--- config.mk ---
export PLATFORM = sky130hd
export DESIGN_NAME = illc_reset_detect
export DESIGN_NICKNAME = d
export VERILOG_FILES = /design/src/rtl/illc_pkg.sv /design/src/rtl/illc_reg_tracker.sv /design/src/rtl/illc_region_check.sv /design/src/rtl/illc_capture.sv /design/src/rtl/illc_reset_detect.sv
export SDC_FILE = /design/constraint.sdc
export NUM_CORES = 1
export LEC_CHECK = 0
export BUFFER_PORTS_ARGS = -buffer_cell sky130_fd_sc_hd__buf_2
export CAP_MARGIN = 20
export CORE_MARGIN = 1.5
export CORE_UTILIZATION = 52
export CTS_BUF_LIST = sky130_fd_sc_hd__clkbuf_2
export DETAILED_ROUTE_END_ITERATION = 8
export PLACE_DENSITY = 0.95
export SLEW_MARGIN = 20
export SYNTH_ARGS = -nofsm -noshare
export SYNTH_HDL_FRONTEND = slang
export SYNTH_SLANG_ARGS = --single-unit
export TNS_END_PERCENT = 100
--- constraint.sdc ---
create_clock -name clk -period 2.7 [get_ports clk]
set_input_delay 0.135 -clock clk [delete_from_list [all_inputs] [get_ports clk]]
set_output_delay 0.135 -clock clk [all_outputs]
set_load 0.05 [all_outputs]
--- src/rtl/illc_pkg.sv ---
package illc_pkg;
  typedef enum logic [1:0] {
    CAUSE_NONE     = 2'b00,
    CAUSE_OPCODE   = 2'b01,
    CAUSE_UNINIT   = 2'b10,
    CAUSE_SECURITY = 2'b11
  } cause_e;
endpackage

--- src/rtl/illc_reg_tracker.sv ---
module illc_reg_tracker #(
  parameter int NREGS  = 16,
  parameter int SP_IDX = 15,
  localparam int IDX_W = $clog2(NREGS)
) (
  input  logic             clk,
  input  logic             rst_n,
  input  logic             wr_en,
  input  logic [IDX_W-1:0] wr_idx,
  input  logic             use_en,
  input  logic [IDX_W-1:0] use_idx,
  output logic             uninit_hit
);
  localparam logic [NREGS-1:0] RST_MAP = NREGS'(1) << SP_IDX;

  logic [NREGS-1:0] map_q, map_d;

  always_comb begin
    map_d = map_q;
    if (wr_en) map_d = map_q | (NREGS'(1) << wr_idx);
  end

  always_ff @(posedge clk or negedge rst_n) begin
    if (!rst_n) map_q <= RST_MAP;
    else        map_q <= map_d;
  end

  // check uses the map as it stood before any write in this cycle
  assign uninit_hit = use_en && !map_q[use_idx];

  a_r3_write_marks: assert property (@(posedge clk) disable iff (!rst_n)
    wr_en |=> map_q[$past(wr_idx)]);
  a_r2_sp_always_set: assert property (@(posedge clk) disable iff (!rst_n)
    (use_en && use_idx == IDX_W'(SP_IDX)) |-> !uninit_hit);
endmodule

--- src/rtl/illc_region_check.sv ---
module illc_region_check #(
  parameter int ADDR_W = 16,
  parameter int NSEG   = 2
) (
  input  logic                   reload_en,
  input  logic [ADDR_W-1:0]      target,
  input  logic [NSEG-1:0]        seg_en,
  input  logic [NSEG*ADDR_W-1:0] seg_lo,
  input  logic [NSEG*ADDR_W-1:0] seg_hi,
  output logic                   sec_hit
);
  logic [NSEG-1:0] in_seg;

  for (genvar g = 0; g < NSEG; g++) begin : g_seg
    logic [ADDR_W-1:0] lo, hi;
    assign lo        = seg_lo[g*ADDR_W +: ADDR_W];
    assign hi        = seg_hi[g*ADDR_W +: ADDR_W];
    assign in_seg[g] = seg_en[g] && (target >= lo) && (target <= hi);
  end

  assign sec_hit = reload_en && (|in_seg);
endmodule

--- src/rtl/illc_capture.sv ---
module illc_capture
  import illc_pkg::*;
(
  input  logic       clk,
  input  logic       rst_n,
  input  logic       opc_hit,
  input  logic       uninit_hit,
  input  logic       sec_hit,
  output logic       req,
  output logic [1:0] cause
);
  logic   done_q, done_d;
  logic   req_q, req_d;
  cause_e cause_q, cause_d;

  always_comb begin
    done_d  = done_q;
    req_d   = 1'b0;
    cause_d = cause_q;
    if (!done_q && (opc_hit || uninit_hit || sec_hit)) begin
      done_d = 1'b1;
      req_d  = 1'b1;
      if (sec_hit)         cause_d = CAUSE_SECURITY;
      else if (uninit_hit) cause_d = CAUSE_UNINIT;
      else                 cause_d = CAUSE_OPCODE;
    end
  end

  always_ff @(posedge clk or negedge rst_n) begin
    if (!rst_n) begin
      done_q  <= 1'b0;
      req_q   <= 1'b0;
      cause_q <= CAUSE_NONE;
    end else begin
      done_q  <= done_d;
      req_q   <= req_d;
      cause_q <= cause_d;
    end
  end

  assign req   = req_q;
  assign cause = cause_q;

  a_r7_one_cycle: assert property (@(posedge clk) disable iff (!rst_n)
    req_q |=> !req_q);
  a_r8_first_only: assert property (@(posedge clk) disable iff (!rst_n)
    done_q |=> !req_q);
  a_r10_cause_valid: assert property (@(posedge clk) disable iff (!rst_n)
    req_q |-> (cause_q != CAUSE_NONE));
  a_r10_cause_held: assert property (@(posedge clk) disable iff (!rst_n)
    (done_q && !req_q) |-> $stable(cause_q));
  a_r6_security: assert property (@(posedge clk) disable iff (!rst_n)
    (sec_hit && !done_q) |=> (req_q && cause_q == CAUSE_SECURITY));
  a_r9_uninit_over_opcode: assert property (@(posedge clk) disable iff (!rst_n)
    (uninit_hit && !sec_hit && !done_q) |=> (cause_q == CAUSE_UNINIT));
endmodule

--- src/rtl/illc_reset_detect.sv ---
module illc_reset_detect #(
  parameter int          ADDR_W     = 16,
  parameter int          NSEG       = 2,
  parameter int          NREGS      = 16,
  parameter int          SP_IDX     = 15,
  parameter logic [7:0]  ILLEGAL_OP = 8'h3F,
  localparam int         IDX_W      = $clog2(NREGS)
) (
  input  logic                   clk,
  input  logic                   rst_n,
  input  logic                   fetch_valid,
  input  logic [23:0]            fetch_word,
  input  logic                   wr_en,
  input  logic [IDX_W-1:0]       wr_idx,
  input  logic                   ptr_en,
  input  logic [IDX_W-1:0]       ptr_idx,
  input  logic                   reload_en,
  input  logic [ADDR_W-1:0]      reload_target,
  input  logic [NSEG-1:0]        seg_en,
  input  logic [NSEG*ADDR_W-1:0] seg_lo,
  input  logic [NSEG*ADDR_W-1:0] seg_hi,
  output logic                   rst_req,
  output logic [1:0]             cause
);
  logic opc_hit, uninit_hit, sec_hit;

  assign opc_hit = fetch_valid && (fetch_word[23:16] == ILLEGAL_OP);

  illc_reg_tracker #(.NREGS(NREGS), .SP_IDX(SP_IDX)) u_track (
    .clk(clk), .rst_n(rst_n),
    .wr_en(wr_en), .wr_idx(wr_idx),
    .use_en(ptr_en), .use_idx(ptr_idx),
    .uninit_hit(uninit_hit)
  );

  illc_region_check #(.ADDR_W(ADDR_W), .NSEG(NSEG)) u_region (
    .reload_en(reload_en), .target(reload_target),
    .seg_en(seg_en), .seg_lo(seg_lo), .seg_hi(seg_hi),
    .sec_hit(sec_hit)
  );

  illc_capture u_cap (
    .clk(clk), .rst_n(rst_n),
    .opc_hit(opc_hit), .uninit_hit(uninit_hit), .sec_hit(sec_hit),
    .req(rst_req), .cause(cause)
  );

  a_r1_opcode_req: assert property (@(posedge clk) disable iff (!rst_n)
    (rst_req && cause == 2'b01) |-> $past(fetch_valid && fetch_word[23:16] == ILLEGAL_OP));
endmodule

== Word level (Yosys, flattened, before mapping) ==
Cells that the tools add are included.
Widths: inputs -> output; s select.
Cells by class
  $add $sub $neg: 0
  $mul: 0
  div/mod/pow operators: 0
  $lt $le $gt $ge: 5
  eq/ne operators: 1
  shift-type cells: 1
  mux-type cells: 5
  bitwise logic cells: 1
  reduce and logical (&&, ||, !) cells: 13
Operators with widths (number)
  $ge 16x16->1: 2
  $le 16x16->1: 2
  $or 16x16->16: 1
  $shl 1x4->16 const A: 1
  $eq 8x6->1 const B: 1
  $logic_and 1x1->1: 8
  $lt 4x5->1 const B: 1
  $bmux 1 s4: 1
  $mux 2: 2
  $logic_not 1->1: 2
  $logic_or 1x1->1: 2
  $mux 1: 2
  $reduce_or 2->1: 1
Storage, ports and cells
  register bits after elaboration: 20
  bits in latches: 0
  bits in writable memories: 0
  bits in read-only memories: 0
  input port bits: 120
  output and inout port bits: 3
  word-level logic and storage cells: 30
  memories: 0

== Longest topological paths before layout ==
  depth in word-level cells: 8
  depth in mapped cells: 9
  depth with buffers taken out: 9

== By module ==
From an unflattened synthesis, not the netlist that was laid out.
Unflattened totals
  cells, all modules: 294
  area total of the unflattened synthesis: 2521.2 um^2
By module, submodules not included
  illc_region_check: instances 1, cells each 220, area each 1602.8 um^2, seq. area each 0.0 um^2
  illc_reg_tracker: instances 1, cells each 56, area each 734.5 um^2, seq. area each 401.6 um^2
  illc_capture: instances 1, cells each 15, area each 155.1 um^2, seq. area each 100.1 um^2
  illc_reset_detect: instances 1, cells each 3, area each 28.8 um^2, seq. area each 0.0 um^2

== Worst setup path before layout ==
Ideal clock, no wire load.
  kind: input to register
  start point: in seg_hi[30]
  end point: reg u_cap.cause_q[0], in the netlist u_cap.cause[0]
  setup time: 0.069 ns
  arrival: 1.767 ns
  required time: 2.631 ns
  setup slack: 0.864 ns
  stages: 9
  path buffers: 0
  path through: inv_1 -> ha_1 -> a21oi_1 -> nand2_1 -> a221oi_1 -> or3b_2 -> a22oi_1 -> o21ai_0 -> nand3_1
On the way
  cells in the longest elaborated chain, start to end: 6
  elaborated cells on any way between the ends: 7
  classes of those cells: 1 x order compare; 1 x mux; 5 x reduce/logical
RTL lines
  start: declaration: line illc_reset_detect.sv:21  | input logic [NSEG*ADDR_W-1:0] seg_hi,
  $le 16x16->1 *: line illc_region_check.sv:18  | assign in_seg[g] = seg_en[g] && (target >= lo) && (target <= hi);
  $logic_and 1x1->1 *: line illc_region_check.sv:18
  $reduce_or 2->1 *: line illc_region_check.sv:21  | assign sec_hit = reload_en && (|in_seg);
  $logic_and 1x1->1 *: line illc_region_check.sv:21
  $logic_or 1x1->1: line illc_capture.sv:20  | if (!done_q && (opc_hit || uninit_hit || sec_hit)) begin
  $logic_and 1x1->1: line illc_capture.sv:20
  end signal: assignment: line illc_capture.sv:37  | cause_q <= cause_d;
  end: declaration: line illc_capture.sv:14  | cause_e cause_q, cause_d;
Every way passes the cells marked *; elsewhere a longest branch is shown, timed or not.
A chain may end at the register's enable or synchronous reset.

== Worst setup path in the final report ==
  start point: reg u_track.map_q[14]
  end point: reg u_cap.cause_q[0], in the netlist u_cap.cause[0]
On the way
  cells in the longest elaborated chain, start to end: 7
  elaborated cells on any way between the ends: 9
  classes of those cells: 4 x mux; 5 x reduce/logical
RTL lines
  start: declaration: line illc_reg_tracker.sv:16  | logic [NREGS-1:0] map_q, map_d;
  start signal: assignment: line illc_reg_tracker.sv:25  | else map_q <= map_d;
  $bmux 1 s4 *: line illc_reg_tracker.sv:29  | assign uninit_hit = use_en && !map_q[use_idx];
  $mux 1 (not written as such) *: line illc_reg_tracker.sv:29
  $logic_not 1->1 *: line illc_reg_tracker.sv:29
  $logic_and 1x1->1 *: line illc_reg_tracker.sv:29
  $logic_or 1x1->1 (2 in a row): line illc_capture.sv:20
  $logic_and 1x1->1: line illc_capture.sv:20
Every way passes the cells marked *; elsewhere a longest branch is shown, timed or not. The select of a mux whose other input is x is not followed.

==> impl_metrics.csv <==
group,metric,value,unit
detailed_routing,vias_per_cell,5.47,
worst_setup_path,r2r_cells,5,
finish,fin_util,0.676,
clock_network,clk_latency,0.32,ns
timing,rsz0062_at_grt,"false",
worst_setup_path,worst-path-buf-inv,0,
finish,layout.nets,593,
timing,relSlewSlack,0.717,
worst_setup_path,reg2reg_to,"u_cap.cause[0]$_DFFE_PN0P_",
global_route,grt_pass1_vias,2522,
detailed_routing,first_iter_violations,109,
synth,ys_seq_area_frac,0.201,
timing,timing.fmax,520,MHz
finish,drive_above_1_share,0.294,
power_and_ir_drop,power-per-cell-area,312,nW/um2
power_and_ir_drop,ir_drop,0.000348,V
clock_network,cts_inserted_buffers,3,
detailed_routing,num_vias,2527,
synth,synth_flop_cell,"dfrtp_1",
finish,area_growth,26.2,%
flow_run,max_cap_viol_count,0,
timing,finalCritPeriodShare,0.712,
placement,portBuffers,106,
timing,whs,0.0584,ns
synth,ys_types,37,
finish,finalNonFillerCells,462,
worst_setup_path,start_kind,"register",
global_route,antenna_found_initial,0,
worst_setup_path,critPathCapture,"u_cap.cause[0]$_DFFE_PN0P_",
clock_network,cts_tree,"built",
worst_setup_path,reg2reg_slack,0.78,ns
floorplan,die-area,5230,um2
global_route,grt_overflow,0,
clock_network,h-tree-depth,1,
worst_setup_path,regToRegStartpoint,"u_track.map_q[14]$_DFFE_PN0P_",
synth,synth_edf_count,0,
synth,syn-cell-area,2500,um2
detailed_routing,drc,0,
timing,layout_min_cycle_time,1.92,ns
synth,yosys.area.top_type,"ha_1",
synth,syn_nets,481,
detailed_routing,wl,6.19,mm
clock_network,ctsLongestPathBuffers,2,
timing,fin_skew,0.00136,ns
worst_setup_path,crit_chain,"mux4_1 -> mux4_2 -> nand2b_4 -> o21ai_0 -> nand3_1",
worst_setup_path,path_depth,5,
floorplan,die_x,72.3,um
worst_setup_path,required,2.91,ns
worst_setup_path,endpoint_kind,"register",
synth,ys_ff_latch,20,
clock_network,cts_resized,0,
floorplan,dieHeight,72.3,um
detailed_routing,wl_per_cell,13.4,um
placement,gp_congestion,0.881,
synth,ys_warn_count,0,
finish,antenna_cells,0,
synth,async_reset_ff_frac,1.00,
timing,finalMaxSlewViolations,0,
global_route,grt_pass1_wl,10.3,mm
floorplan,coreArea,4660,um2
worst_setup_path,slowest_delay,0.53,ns
power_and_ir_drop,p_leak,1.81,nW
timing,final.setup.worst_slack,0.777,ns
timing,worst_slew_pin_slew,0.424,ns
clock_network,clk_pin_slew,0.18,ns
worst_setup_path,setup.worst_path.start,"u_track.map_q[14]$_DFFE_PN0P_",
worst_setup_path,worstSetupPathType,"register to register",
floorplan,rows,25,
worst_setup_path,critPathSlowestCell,"mux4_1",
synth,synthCells,297,
synth,synth_top_area_share,0.321,
placement,dp_slack,0.490,ns
clock_network,clkSinkCount,20,
detailed_routing,drtPass1Iterations,4,
worst_setup_path,arrival,2.13,ns
timing,setup_viol,0,
timing,finalHoldViolCount,0,
detailed_routing,ant_nets,0,
worst_setup_path,cpLargestDelayFamily,"multiplexers",
placement,place_inst,457,
worst_setup_path,worstPathMaxFanout,3,
worst_hold_path,hp-class,"input port to register",
timing,tns,0,ns
global_route,track_usage,0.245,
synth,syn_avg_cell_area,8.40,um2
clock_network,root_buffer,"clkbuf_2",
status,status,"finished, final reports clean",
floorplan,initial_utilization,0.536,
global_route,grt_max_degree,21,
placement,place_hpwl,5.44,mm
floorplan,ioPinCount,123,
synth,synth_area_leaders,"ha_1 32%, dfrtp_1 19%, inv_1 9.8%",
==> sequential cells by signal (all words and copies together), names as in the netlist <==
signal / flops
u_cap.req: 1
u_track.map_q: 16
u_cap.cause: 2
u_cap.done_q: 1
==> power breakdown <==
part | switching [W] | internal [W]
combinational | 0.000195 | 0.000203
clock | 0.0000902 | 0.000128
sequential | 0.0000240 | 0.000343
total | 0.000309 | 0.000674
==> metal layers <==
| layer | up-vias | routed length (um) | track usage | share of wire |
|---|---|---|---|---|
| li1 | 1267 | - | - | - |
| met1 | 1139 | 2660 | 0.280 | 0.43 |
| met2 | 101 | 3010 | 0.467 | 0.49 |
| met3 | 20 | 352 | 0.0389 | 0.057 |
| met4 | 0 | 167 | 0.0734 | 0.027 |
| met5 | - | 0 | 0 | 0 |
==> logic make-up after synthesis <==
group | count (synthesis) | share of synthesized area
AO/OA/AOI/OAI | 70 | 0.173
adder cells (fa/ha/maj) | 64 | 0.321
buffers and inverters | 65 | 0.0977
flip-flops | 20 | 0.201
multiplexers | 5 | 0.0511
AND/OR/NAND/NOR | 73 | 0.156
==> timing repair <==
action                                  in CTS  in global routing
buffers inserted                             0                  0
hold buffers                                 1                  0
endpoints found under the setup margin       0                  0
endpoints found under the hold margin       19                  0
==> stage by stage <==
step,instance area (um2),power [W]
after floorplan,2500,0.000598
after global placement,3090,0.000741
after detailed placement,3090,0.000767
after CTS,3150,0.000985
after global routing,3150,0.00105
final,3150,0.000983
==> layout make-up <==
type / count / area [um2]
Fill cell: 362 / 1510
Clock inverter: 1 / 30.0
Sequential cell: 20 / 502
Timing Repair Buffer: 107 / 541
Multi-Input combinational cell: 212 / 1750
Inverter: 65 / 244
Tap cell: 54 / 67.6
Clock buffer: 3 / 15.0
==> worst reg2reg max path, cell delays in order, from the launching register on <==
cell,delay [ns]
dfrtp_1,0.44
mux4_1,0.53
mux4_2,0.48
nand2b_4,0.18
o21ai_0,0.09
nand3_1,0.09
==> cells in the mapped netlist (all sizes together), types with 2 or more instances <==
| cell | number |
|---|---|
| nor4 | 2 |
| mux4 | 5 |
| nand2b | 2 |
| nand2 | 20 |
| o21bai | 9 |
| o21ai | 16 |
| and2 | 2 |
| dfrtp | 19 |
| a21boi | 2 |
| inv | 65 |
| nor2b | 5 |
| nand4 | 9 |
| or3b | 2 |
| a221oi | 2 |
| nand3 | 12 |
| nor3 | 2 |
| ha | 64 |
| nor2 | 11 |
| a21o | 5 |
| a21oi | 26 |
| a31o | 4 |
==> cell usage in the layout, fill, tap and decap left out, drive strengths merged, types with 2 or more instances in the layout <==
cell type | netlist | final
a221oi | 2 | 2
nor2b | 5 | 5
a21boi | 2 | 2
mux4 | 5 | 5
nand3 | 12 | 12
nand2b | 2 | 2
buf | 0 | 106
or3b | 2 | 2
ha | 64 | 64
o21ai | 16 | 16
clkbuf | 0 | 3
nor3 | 2 | 2
nor2 | 11 | 11
and2 | 2 | 2
nand2 | 20 | 20
o21bai | 9 | 9
dfrtp | 19 | 19
a31o | 4 | 4
a21o | 5 | 5
a21oi | 26 | 26
nand4 | 9 | 9
nor4 | 2 | 2
inv | 65 | 65
==> how the worst min path moves through the flow <==
| stage | start | to | slack (ns) | cells after the start |
|---|---|---|---|---|
| after floorplan | rst_n | u_cap.cause[0]$_DFFE_PN0P_ | -0.16 | 0 |
| after global placement | rst_n | u_track.map_q[6]$_DFFE_PN0P_ | 0.1 | 1 |
| after detailed placement | rst_n | u_track.map_q[7]$_DFFE_PN0P_ | 0.1 | 1 |
| after CTS | wr_idx[1] | u_track.map_q[4]$_DFFE_PN0P_ | 0.04 | 2 |
| after global routing | wr_idx[1] | u_track.map_q[4]$_DFFE_PN0P_ | 0.05 | 2 |
| final | wr_idx[1] | u_track.map_q[4]$_DFFE_PN0P_ | 0.06 | 2 |
Note: power is estimated with default switching activity, not from simulation.
